### config.mk
export PLATFORM = sky130hd
export DESIGN_NAME = bkpt_trigger_unit
export DESIGN_NICKNAME = d
export VERILOG_FILES = /design/src/rtl/bkpt_pkg.sv /design/src/rtl/bkpt_regs.sv /design/src/rtl/bkpt_pc_cmp.sv /design/src/rtl/bkpt_addr_cmp.sv /design/src/rtl/bkpt_data_cmp.sv /design/src/rtl/bkpt_trigger_unit.sv
export SDC_FILE = /design/constraint.sdc
export NUM_CORES = 1
export LEC_CHECK = 0
export ABC_CLOCK_PERIOD_IN_PS = 3100
export BUFFER_PORTS_ARGS = -buffer_cell sky130_fd_sc_hd__buf_2
export CAP_MARGIN = 20
export CORE_MARGIN = 1.5
export CORE_UTILIZATION = 45
export DETAILED_ROUTE_END_ITERATION = 10
export GPL_TIMING_DRIVEN = 0
export SYNTH_ARGS = -nofsm -noshare
export SYNTH_HDL_FRONTEND = slang
export SYNTH_SLANG_ARGS = --single-unit
export TNS_END_PERCENT = 1
### constraint.sdc
create_clock -name clk -period 3.1 [get_ports clk]
set_input_delay 0.62 -clock clk [delete_from_list [all_inputs] [get_ports clk]]
set_output_delay 0.62 -clock clk [all_outputs]
set_load 0.02 [all_outputs]
### src/rtl/bkpt_pkg.sv
package bkpt_pkg;
  // Register index layout derived from the comparator counts.
  function automatic int unsigned idx_pc_ctl(int unsigned npc);
    return npc;
  endfunction

  function automatic int unsigned idx_pc_id(int unsigned npc);
    return npc + 1;
  endfunction

  // field: 0 = low bound, 1 = high bound, 2 = attribute
  function automatic int unsigned idx_set(int unsigned npc, int unsigned k, int unsigned field);
    return npc + 2 + 3 * k + field;
  endfunction

  function automatic int unsigned idx_dval(int unsigned npc, int unsigned nset);
    return npc + 2 + 3 * nset;
  endfunction

  function automatic int unsigned idx_dmsk(int unsigned npc, int unsigned nset);
    return npc + 3 + 3 * nset;
  endfunction

  function automatic int unsigned idx_misc_en(int unsigned npc, int unsigned nset);
    return npc + 4 + 3 * nset;
  endfunction
endpackage

### src/rtl/bkpt_regs.sv
module bkpt_regs #(
  parameter int NUM_PC     = 4,
  parameter int NUM_ADDR   = 2,
  parameter int DATA_W     = 32,
  parameter int ATTR_W     = 8,
  parameter int ID_W       = 8,
  parameter int SHARED_RES = 0,
  parameter int REG_AW     = 4
) (
  input  logic                               clk,
  input  logic                               rst,
  input  logic                               cfg_we,
  input  logic [REG_AW-1:0]                  cfg_addr,
  input  logic [DATA_W-1:0]                  cfg_wdata,
  input  logic                               dbg_cmd_valid,
  input  logic                               dbg_cmd_write,
  input  logic [DATA_W-1:0]                  dbg_cmd_addr,
  input  logic [ATTR_W-1:0]                  dbg_cmd_attr,
  input  logic [DATA_W-1:0]                  dbg_cmd_data,
  output logic [NUM_PC-1:0][DATA_W-1:0]      pc_bp,
  output logic [NUM_PC-1:0]                  pc_en,
  output logic [NUM_PC-1:0]                  pc_idq,
  output logic [ID_W-1:0]                    pc_id,
  output logic [NUM_ADDR-1:0][DATA_W-1:0]    set_lo,
  output logic [NUM_ADDR-1:0][DATA_W-1:0]    set_hi,
  output logic [NUM_ADDR-1:0][ATTR_W-1:0]    set_aval,
  output logic [NUM_ADDR-1:0][ATTR_W-1:0]    set_amsk,
  output logic [NUM_ADDR-1:0][ID_W-1:0]      set_id,
  output logic [NUM_ADDR-1:0]                set_iden,
  output logic [NUM_ADDR-1:0]                set_en,
  output logic [DATA_W-1:0]                  dat_val,
  output logic [DATA_W-1:0]                  dat_msk,
  output logic                               dat_en
);
  import bkpt_pkg::*;

  localparam int MSK_LO = ATTR_W;
  localparam int ID_LO  = 2 * ATTR_W;
  localparam int IDEN_B = 2 * ATTR_W + ID_W;

  always_ff @(posedge clk) begin
    if (rst) begin
      pc_bp    <= '0;
      pc_en    <= '0;
      pc_idq   <= '0;
      pc_id    <= '0;
      set_lo   <= '0;
      set_hi   <= '0;
      set_aval <= '0;
      set_amsk <= '0;
      set_id   <= '0;
      set_iden <= '0;
      set_en   <= '0;
      dat_val  <= '0;
      dat_msk  <= '0;
      dat_en   <= 1'b0;
    end else begin
      if (cfg_we) begin
        for (int i = 0; i < NUM_PC; i++) begin
          if (cfg_addr == REG_AW'(i)) pc_bp[i] <= cfg_wdata;
        end
        if (cfg_addr == REG_AW'(idx_pc_ctl(NUM_PC))) begin
          pc_en  <= cfg_wdata[NUM_PC-1:0];
          pc_idq <= cfg_wdata[2*NUM_PC-1:NUM_PC];
        end
        if (cfg_addr == REG_AW'(idx_pc_id(NUM_PC))) pc_id <= cfg_wdata[ID_W-1:0];
        for (int k = 0; k < NUM_ADDR; k++) begin
          if (cfg_addr == REG_AW'(idx_set(NUM_PC, k, 0))) set_lo[k] <= cfg_wdata;
          if (cfg_addr == REG_AW'(idx_set(NUM_PC, k, 1))) set_hi[k] <= cfg_wdata;
          if (cfg_addr == REG_AW'(idx_set(NUM_PC, k, 2))) begin
            set_aval[k] <= cfg_wdata[ATTR_W-1:0];
            set_amsk[k] <= cfg_wdata[MSK_LO +: ATTR_W];
            set_id[k]   <= cfg_wdata[ID_LO +: ID_W];
            set_iden[k] <= cfg_wdata[IDEN_B];
          end
        end
        if (cfg_addr == REG_AW'(idx_dval(NUM_PC, NUM_ADDR))) dat_val <= cfg_wdata;
        if (cfg_addr == REG_AW'(idx_dmsk(NUM_PC, NUM_ADDR))) dat_msk <= cfg_wdata;
        if (cfg_addr == REG_AW'(idx_misc_en(NUM_PC, NUM_ADDR))) begin
          set_en <= cfg_wdata[NUM_ADDR-1:0];
          dat_en <= cfg_wdata[NUM_ADDR];
        end
      end
      // Shared-resource build: debug commands borrow breakpoint storage.
      if (SHARED_RES != 0 && dbg_cmd_valid) begin
        set_hi[0]   <= dbg_cmd_addr;
        set_aval[0] <= dbg_cmd_attr;
        if (dbg_cmd_write) dat_val <= dbg_cmd_data;
      end
    end
  end
endmodule

### src/rtl/bkpt_pc_cmp.sv
module bkpt_pc_cmp #(
  parameter int DATA_W = 32,
  parameter int ID_W   = 8
) (
  input  logic              en,
  input  logic              idq,
  input  logic [DATA_W-1:0] bp,
  input  logic [ID_W-1:0]   id_ref,
  input  logic [DATA_W-1:0] bus_pc,
  input  logic [ID_W-1:0]   bus_asid,
  output logic              match
);
  logic id_ok;
  assign id_ok = !idq || (id_ref == bus_asid);
  assign match = en && (bp == bus_pc) && id_ok;
endmodule

### src/rtl/bkpt_addr_cmp.sv
module bkpt_addr_cmp #(
  parameter int DATA_W = 32,
  parameter int ATTR_W = 8,
  parameter int ID_W   = 8
) (
  input  logic              en,
  input  logic [DATA_W-1:0] lo,
  input  logic [DATA_W-1:0] hi,
  input  logic [ATTR_W-1:0] aval,
  input  logic [ATTR_W-1:0] amsk,
  input  logic [ID_W-1:0]   id_ref,
  input  logic              iden,
  input  logic [DATA_W-1:0] bus_addr,
  input  logic [ATTR_W-1:0] bus_attr,
  input  logic [ID_W-1:0]   bus_asid,
  output logic              match
);
  logic in_range, attr_ok, id_ok;
  assign in_range = (lo <= bus_addr) && (bus_addr <= hi);
  assign attr_ok  = ((bus_attr ^ aval) & amsk) == '0;
  assign id_ok    = !iden || (id_ref == bus_asid);
  assign match    = en && in_range && attr_ok && id_ok;
endmodule

### src/rtl/bkpt_data_cmp.sv
module bkpt_data_cmp #(
  parameter int DATA_W = 32
) (
  input  logic              en,
  input  logic [DATA_W-1:0] dval,
  input  logic [DATA_W-1:0] dmsk,
  input  logic [DATA_W-1:0] bus_data,
  output logic              match
);
  assign match = en && (((bus_data ^ dval) & ~dmsk) == '0);
endmodule

### src/rtl/bkpt_trigger_unit.sv
module bkpt_trigger_unit #(
  parameter int NUM_PC     = 4,
  parameter int NUM_ADDR   = 2,
  parameter int DATA_W     = 32,
  parameter int ATTR_W     = 8,
  parameter int ID_W       = 8,
  parameter int SHARED_RES = 0,
  parameter int REG_AW     = $clog2(NUM_PC + 5 + 3 * NUM_ADDR),
  parameter int NHIT       = NUM_PC + NUM_ADDR + 1
) (
  input  logic              clk,
  input  logic              rst,
  input  logic              cfg_we,
  input  logic [REG_AW-1:0] cfg_addr,
  input  logic [DATA_W-1:0] cfg_wdata,
  input  logic              dbg_cmd_valid,
  input  logic              dbg_cmd_write,
  input  logic [DATA_W-1:0] dbg_cmd_addr,
  input  logic [ATTR_W-1:0] dbg_cmd_attr,
  input  logic [DATA_W-1:0] dbg_cmd_data,
  input  logic              bus_valid,
  input  logic [DATA_W-1:0] bus_pc,
  input  logic [DATA_W-1:0] bus_addr,
  input  logic [DATA_W-1:0] bus_data,
  input  logic [ATTR_W-1:0] bus_attr,
  input  logic [ID_W-1:0]   bus_asid,
  output logic [NHIT-1:0]   hit_vec,
  output logic              trig_pulse
);
  localparam int SET_BASE = NUM_PC;
  localparam int DAT_BIT  = NUM_PC + NUM_ADDR;

  logic [NUM_PC-1:0][DATA_W-1:0]   pc_bp;
  logic [NUM_PC-1:0]               pc_en, pc_idq;
  logic [ID_W-1:0]                 pc_id;
  logic [NUM_ADDR-1:0][DATA_W-1:0] set_lo, set_hi;
  logic [NUM_ADDR-1:0][ATTR_W-1:0] set_aval, set_amsk;
  logic [NUM_ADDR-1:0][ID_W-1:0]   set_id;
  logic [NUM_ADDR-1:0]             set_iden, set_en;
  logic [DATA_W-1:0]               dat_val, dat_msk;
  logic                            dat_en;
  logic [NHIT-1:0]                 hits_c;

  bkpt_regs #(
    .NUM_PC(NUM_PC), .NUM_ADDR(NUM_ADDR), .DATA_W(DATA_W), .ATTR_W(ATTR_W),
    .ID_W(ID_W), .SHARED_RES(SHARED_RES), .REG_AW(REG_AW)
  ) u_regs (
    .clk(clk), .rst(rst), .cfg_we(cfg_we), .cfg_addr(cfg_addr), .cfg_wdata(cfg_wdata),
    .dbg_cmd_valid(dbg_cmd_valid), .dbg_cmd_write(dbg_cmd_write),
    .dbg_cmd_addr(dbg_cmd_addr), .dbg_cmd_attr(dbg_cmd_attr), .dbg_cmd_data(dbg_cmd_data),
    .pc_bp(pc_bp), .pc_en(pc_en), .pc_idq(pc_idq), .pc_id(pc_id),
    .set_lo(set_lo), .set_hi(set_hi), .set_aval(set_aval), .set_amsk(set_amsk),
    .set_id(set_id), .set_iden(set_iden), .set_en(set_en),
    .dat_val(dat_val), .dat_msk(dat_msk), .dat_en(dat_en)
  );

  for (genvar p = 0; p < NUM_PC; p++) begin : g_pc
    bkpt_pc_cmp #(.DATA_W(DATA_W), .ID_W(ID_W)) u_cmp (
      .en(pc_en[p]), .idq(pc_idq[p]), .bp(pc_bp[p]), .id_ref(pc_id),
      .bus_pc(bus_pc), .bus_asid(bus_asid), .match(hits_c[p])
    );
  end

  for (genvar k = 0; k < NUM_ADDR; k++) begin : g_set
    bkpt_addr_cmp #(.DATA_W(DATA_W), .ATTR_W(ATTR_W), .ID_W(ID_W)) u_cmp (
      .en(set_en[k]), .lo(set_lo[k]), .hi(set_hi[k]),
      .aval(set_aval[k]), .amsk(set_amsk[k]), .id_ref(set_id[k]), .iden(set_iden[k]),
      .bus_addr(bus_addr), .bus_attr(bus_attr), .bus_asid(bus_asid),
      .match(hits_c[SET_BASE+k])
    );
  end

  bkpt_data_cmp #(.DATA_W(DATA_W)) u_dat (
    .en(dat_en), .dval(dat_val), .dmsk(dat_msk), .bus_data(bus_data),
    .match(hits_c[DAT_BIT])
  );

  always_ff @(posedge clk) begin
    if (rst) begin
      hit_vec    <= '0;
      trig_pulse <= 1'b0;
    end else begin
      hit_vec    <= bus_valid ? hits_c : '0;
      trig_pulse <= bus_valid && (hits_c != '0);
    end
  end
endmodule

### Word level (Yosys, flattened, before mapping)

Cells that the tools add are included.
W data, S select, Z words.

* flip-flop bits (word level): 397
* output and inout port bits: 8
* logic and storage cells: 109

* order comparisons: 4
* bitwise logic cells: 8
* eq/ne operators: 21
* reduce and logical (&&, ||, !) cells: 51

Operators with widths (number)
* $eq A32 B32 Y1: 4
* $le A32 B32 Y1: 4
* $and A32 B32 Y32: 1
* $logic_not A32 Y1: 1
* $not A32 Y32: 1
* $xor A32 B32 Y32: 1
* $reduce_and A2 Y1: 15
* $eq A4 B4 Y1 const B: 7
* $eq A8 B8 Y1: 3
* $logic_and A1 B1 Y1: 18
* $and A8 B8 Y8: 2
* $eq A4 B3 Y1 const B: 4
* $logic_not A8 Y1: 2
* $xor A8 B8 Y8: 2
* $eq A4 B2 Y1 const B: 2
* $reduce_bool A7 Y1: 1
* $logic_not A1 Y1: 6
* $logic_or A1 B1 Y1: 6
* $eq A4 B1 Y1 const B: 1
* $logic_not A4 Y1: 1
* $reduce_or A2 Y1: 1
* $not A1 Y1: 1

### Depth between registers and ports, before layout

* word-level depth: 7
* gate-level depth with buffers: 9

### Hierarchy

A second synthesis with hierarchy kept.

* cells, all modules: 2140
* area, all modules: 21319.2 um^2

Modules (own cells, without submodules)
* bkpt_regs: cells each 1342, instances 1, seq. area each 7787.5 um^2, area each 15168.3 um^2
* bkpt_addr_cmp (g_set[1].u_cmp): cells each 251, instances 1, seq. area each 0.0 um^2, area each 1841.8 um^2
* bkpt_addr_cmp (g_set[0].u_cmp): cells each 250, instances 1, seq. area each 0.0 um^2, area each 1835.5 um^2
* bkpt_pc_cmp: cells each 55, instances 4, seq. area each 0.0 um^2, area each 446.7 um^2
* bkpt_data_cmp: cells each 58, instances 1, seq. area each 0.0 um^2, area each 435.4 um^2
* bkpt_trigger_unit: cells each 19, instances 1, seq. area each 160.2 um^2, area each 251.5 um^2

### Worst setup path before layout

Ideal clock, no wire load.

* kind: input -> register
* from: input bus_addr[5]
* to: register trig_pulse
* data required time: 3005 ps
* path slack: 688 ps
* data arrival time: 2317 ps
* stages on the path: 9
* cells stage by stage: inv_1 > ha_1 > a21o_1 > nand3_1 > a211oi_1 > or4b_1 > a2111oi_2 > o21ai_1 > o311ai_1

* longest elaborated chain between the ends: 7
* elaborated cells between the ends (all ways): 14
* classes of those cells: order compare: 4; reduce/logical: 10

RTL lines
* start, declared: line bkpt_trigger_unit.sv:23 `input logic [DATA_W-1:0] bus_addr,`
* $le A32 B32 Y1: line bkpt_addr_cmp.sv:19 `assign in_range = (lo <= bus_addr) && (bus_addr <= hi);`
* $logic_and A1 B1 Y1: line bkpt_addr_cmp.sv:19
* $logic_and A1 B1 Y1 (3 in series): line bkpt_addr_cmp.sv:22 `assign match = en && in_range && attr_ok && id_ok;`
* $reduce_bool A7 Y1 *: line bkpt_trigger_unit.sv:84 `trig_pulse <= bus_valid && (hits_c != '0);`
* $logic_and A1 B1 Y1 *: line bkpt_trigger_unit.sv:84
* end signal, assigned: line bkpt_trigger_unit.sv:84
* end, declared: line bkpt_trigger_unit.sv:28 `output logic trig_pulse`

Every way passes the cells marked *; elsewhere a longest branch is shown, timed or not.
A chain may end at the register's enable or synchronous reset.

### Final worst setup path

* from: register u_regs.set_lo[31] (netlist name)
* to: register trig_pulse

* longest elaborated chain between the ends: 7

RTL lines
* start, declared: line bkpt_regs.sv:24 `output logic [NUM_ADDR-1:0][DATA_W-1:0] set_lo,`
* start signal, assigned by index: line bkpt_regs.sv:68 `if (cfg_addr == REG_AW'(idx_set(NUM_PC, k, 0))) set_lo[k] <= cfg_wdata;`
* $le A32 B32 Y1: line bkpt_addr_cmp.sv:19
* $logic_and A1 B1 Y1: line bkpt_addr_cmp.sv:19
* $logic_and A1 B1 Y1 (3 in series): line bkpt_addr_cmp.sv:22
* $reduce_bool A7 Y1: line bkpt_trigger_unit.sv:84
* $logic_and A1 B1 Y1: line bkpt_trigger_unit.sv:84

Every way passes these cells.

==> summary.txt <==
Run status
  • Status: finished clean

Timing
  • Worst Tran Pin Value: 1.24 ns
  • F_max: 345 MHz
  • Worst Clk Skew: 0.0159 ns
  • Tmin final: 2.90 ns
  • Worst rel slew slack: 17.5%
  • Slew Viols, Final: 0
  • Final Setup Violations: 0
  • Final hold vios: 0
  • Post-route worst setup slack: 0.201 ns
  • RSZ-0062 raised after global routing: no
  • Crit share post-route: 93.5%

Clock network
  • CTS Buf Count: 44
  • Post-CTS setup buffers: 0
  • Clock Sinks: 397
  • Clock Path Buffers: 3
  • Root Driver: clkbuf_16
  • TritonCTS clock tree: yes
  • Htree depth: 2
  • Hold-fix buffers at CTS: 0
  • Clock-pin slew on the worst setup and hold paths: 0.06 ns
  • Clk_lat worst skew: 0.58 ns
  • # resized after CTS: 0

Global route
  • Initial antenna violation count: 2
  • Largest net degree at the start of global routing: 14
  • Vias in the first global route: 17100
  • First-pass GRT wire length: 98900 um
  • Grt ovf: 0
  • All-Layer GR Usage: 30.0%

Routing
  • Final antenna-violating net count: 0
  • Initial DRC Count: 1487
  • Vias/cell: 5.45
  • Drt wl/cell: 20.5 um
  • Post-route DRC: 0
  • Final wirelength: 66400 um
  • Vias: 17700
  • First-pass DRT Iterations: 5

Die
  • Die Ht: 209 um
  • Die area: 43700 sq um
  • Starting Density: 45.6%
  • Num ports: 234
  • Width of the die: 209 um
  • Row Count: 75
  • CORE AREA: 41900 sq um

Final layout
  • Share of cells above drive strength 1: 9.19%
  • Design area: 22100 sq um
  • Fillcell total: 4159
  • Syn-to-layout area delta: 15.5%
  • # nets final: 3021

Logic synthesis
  • YS warnings: 0
  • Syn nets: 2820
  • Post-synth EDFFs: 0
  • Sequential fraction of the synthesis area: 41.6%
  • Post-synth cell types: 54
  • Mapped Cells: 2466
  • Async SR Flop Fraction: 0%
  • Synthesized area: 19100 sq um
  • Ys flop type: dfxtp_1
  • Number of synthesized register bits: 397
  • Syn Area/Cell: 7.75 sq um

Power
  • Power Density: 529 nW/um^2
  • Lkg Pwr: 8.46 nW
  • Max IR drop VDD: 343 uV
  • Sw Ratio: 25.5%
  • Clock share of power: 46.3%
  • Gate power share: 9.1%
  • Internal: 0.00869 W
  • Power, Total: 0.0117 W
  • Sw power: 0.00298 W
  • Sequential power share: 44.6%

Placement
  • GPL Wtd Cong: 0.939
  • Post-detail-place hpwl: 49600 um
  • DP Area: 20600 sq um
  • I/O Buffers: 152
  • DP Worst Slack: -0.315 ns

Critical path
  • Critical Path Sink Type: flop
  • Worst EP arrival: 3.27 ns
  • Slowest-stage cell, CP: nor4_1
  • Critical Path Max Stage Delay: 0.73 ns
  • WP data required: 3.47 ns
  • Worst r2r path cells: 7
  • WS Path Type: reg -> reg
  • Startpoint Class: flop
  • Critical path, cell by cell: ha_1 > nand4_1 > or3_1 > nor4_1 > a2111oi_2 > o21ai_1 > o311ai_1
  • CP max FO: 2

Min path
  • HP Class: in -> reg
  • Hold Crit Depth: 3

Run
  • Max Cap Violations: 0
==> synthesized netlist by cell type (3+ instances only) <==
master	n	share of area [%]
ha_1	128	8.4
xnor2_1	52	2.4
a221oi_1	6	0.27
nor2_1	46	0.90
a2111o_1	5	0.29
mux2i_1	16	0.84
nand2b_1	5	0.16
nor4_1	35	1.1
dfxtp_1	397	42
a221o_1	4	0.21
a21o_1	6	0.24
xor2_1	148	6.8
and4_1	6	0.27
a21oi_1	422	11
nand4_1	29	0.95
o22ai_1	14	0.46
nand2_1	791	16
nand3_1	25	0.65
buf_2	14	0.37
nor3_1	12	0.31
a211oi_1	5	0.20
o211ai_1	3	0.12
o21ai_0	21	0.55
inv_1	100	2.0
clkbuf_1	132	2.6
nor2b_1	7	0.23
==> per-layer routing <==
layer  track usage [%]  wire (um)
met5                 0          0
met4              11.9       2500
met3              4.46       4470
met2              50.6      31300
met1              38.5      28100
==> worst max-delay path: cells and delay by family, from the launching register on <==
family                   cells  cell delay [ns]
AO/OA/AOI/OAI                3             0.76
adder cells (fa/ha/maj)      1             0.31
flip-flops                   1             0.31
AND/OR/NAND/NOR              3             1.30
==> layout by cell type (no fill, tap or decap), drive strengths merged, types with 3 or more instances in the layout <==
cell,instances
ha,128
a211oi,5
nor2,47
a221oi,6
nor3,14
o22ai,14
xor2,148
and4,6
bufinv,3
xnor2,52
a221o,4
o211ai,3
mux2i,16
inv,102
clkbuf,197
nand4,29
a21oi,422
buf,170
clkinv,8
nand2b,5
a21o,6
nor4,35
nand2,791
nor2b,7
a2111o,5
dfxtp,397
o21ai,22
nand3,25
==> flip-flops by register name (all words and copies together) (netlist names) <==
name / cells
hit_vec: 7
trig_pulse: 1
u_regs.dat_en: 1
u_regs.dat_msk: 32
u_regs.dat_val: 32
u_regs.pc_bp: 128
u_regs.pc_en: 4
u_regs.pc_id: 8
u_regs.pc_idq: 4
u_regs.set_amsk: 16
u_regs.set_aval: 16
u_regs.set_en: 2
u_regs.set_hi: 64
u_regs.set_id: 16
u_regs.set_iden: 2
u_regs.set_lo: 64
==> kinds of logic (layout without fill, tap and decap cells) <==
logic type                 count (synthesis)  in the layout  synth area share [%]
adders and majority gates                128            128                  8.38
xor gates and xnor gates                 200            200                  9.17
muxes                                     16             16                 0.838
and+or+nand+nor                          972            972                  20.8
buffers and inverters                    247            481                  4.94
other                                      0              2                     0
AOI/OAI and AO/OA                        506            506                  14.3
DFF                                      397            397                  41.6
==> metrics by stage <==
stage / utilization (%) / TNS [ns] / hold WS [ns] / instances
global placement: 49.0 / -0.423 / 0.442 / 3157
global route: 52.6 / 0 / 0.293 / 3240
finish: 52.6 / 0 / 0.302 / 3241
detailed placement: 49.0 / -0.438 / 0.448 / 3158
CTS: 52.5 / 0 / 0.279 / 3237
floorplan: - / 0 / 0.433 / 2466
==> path summary, 6_finish.rpt <==
path                startpoint           endpoint  slack (ns)
max reg2reg  u_regs.set_lo[31]         trig_pulse        0.20
min reg2reg  u_regs.set_hi[14]  u_regs.set_hi[14]        0.45
min              cfg_wdata[22]  u_regs.set_lo[54]        0.30
max          u_regs.set_lo[31]         trig_pulse        0.20
==> power by group through the flow <==
stage	Sequential [W]	Clock (W)	Combinational, W
CTS	0.00521	0.00545	0.00104
finish	0.00521	0.00541	0.00106
floorplan	0.00531	0	0.000535
global placement	0.00532	0	0.00101
global route	0.00521	0.00565	0.00114
detailed placement	0.00532	0	0.00103
==> final cells by class <==
class	count	area [sq um]	area share, %
multi-input cells	1822	10200	46.3
flip-flops and latches	397	7950	36.0
clock buffers	65	1320	5.99
repair buffers	155	806	3.65
well taps	539	674	3.06
plain buffers	147	569	2.58
inverters	100	375	1.70
clock inverters	14	155	0.703
diodes	2	5.00	0.0227
Note: power is estimated with default switching activity, not from simulation.
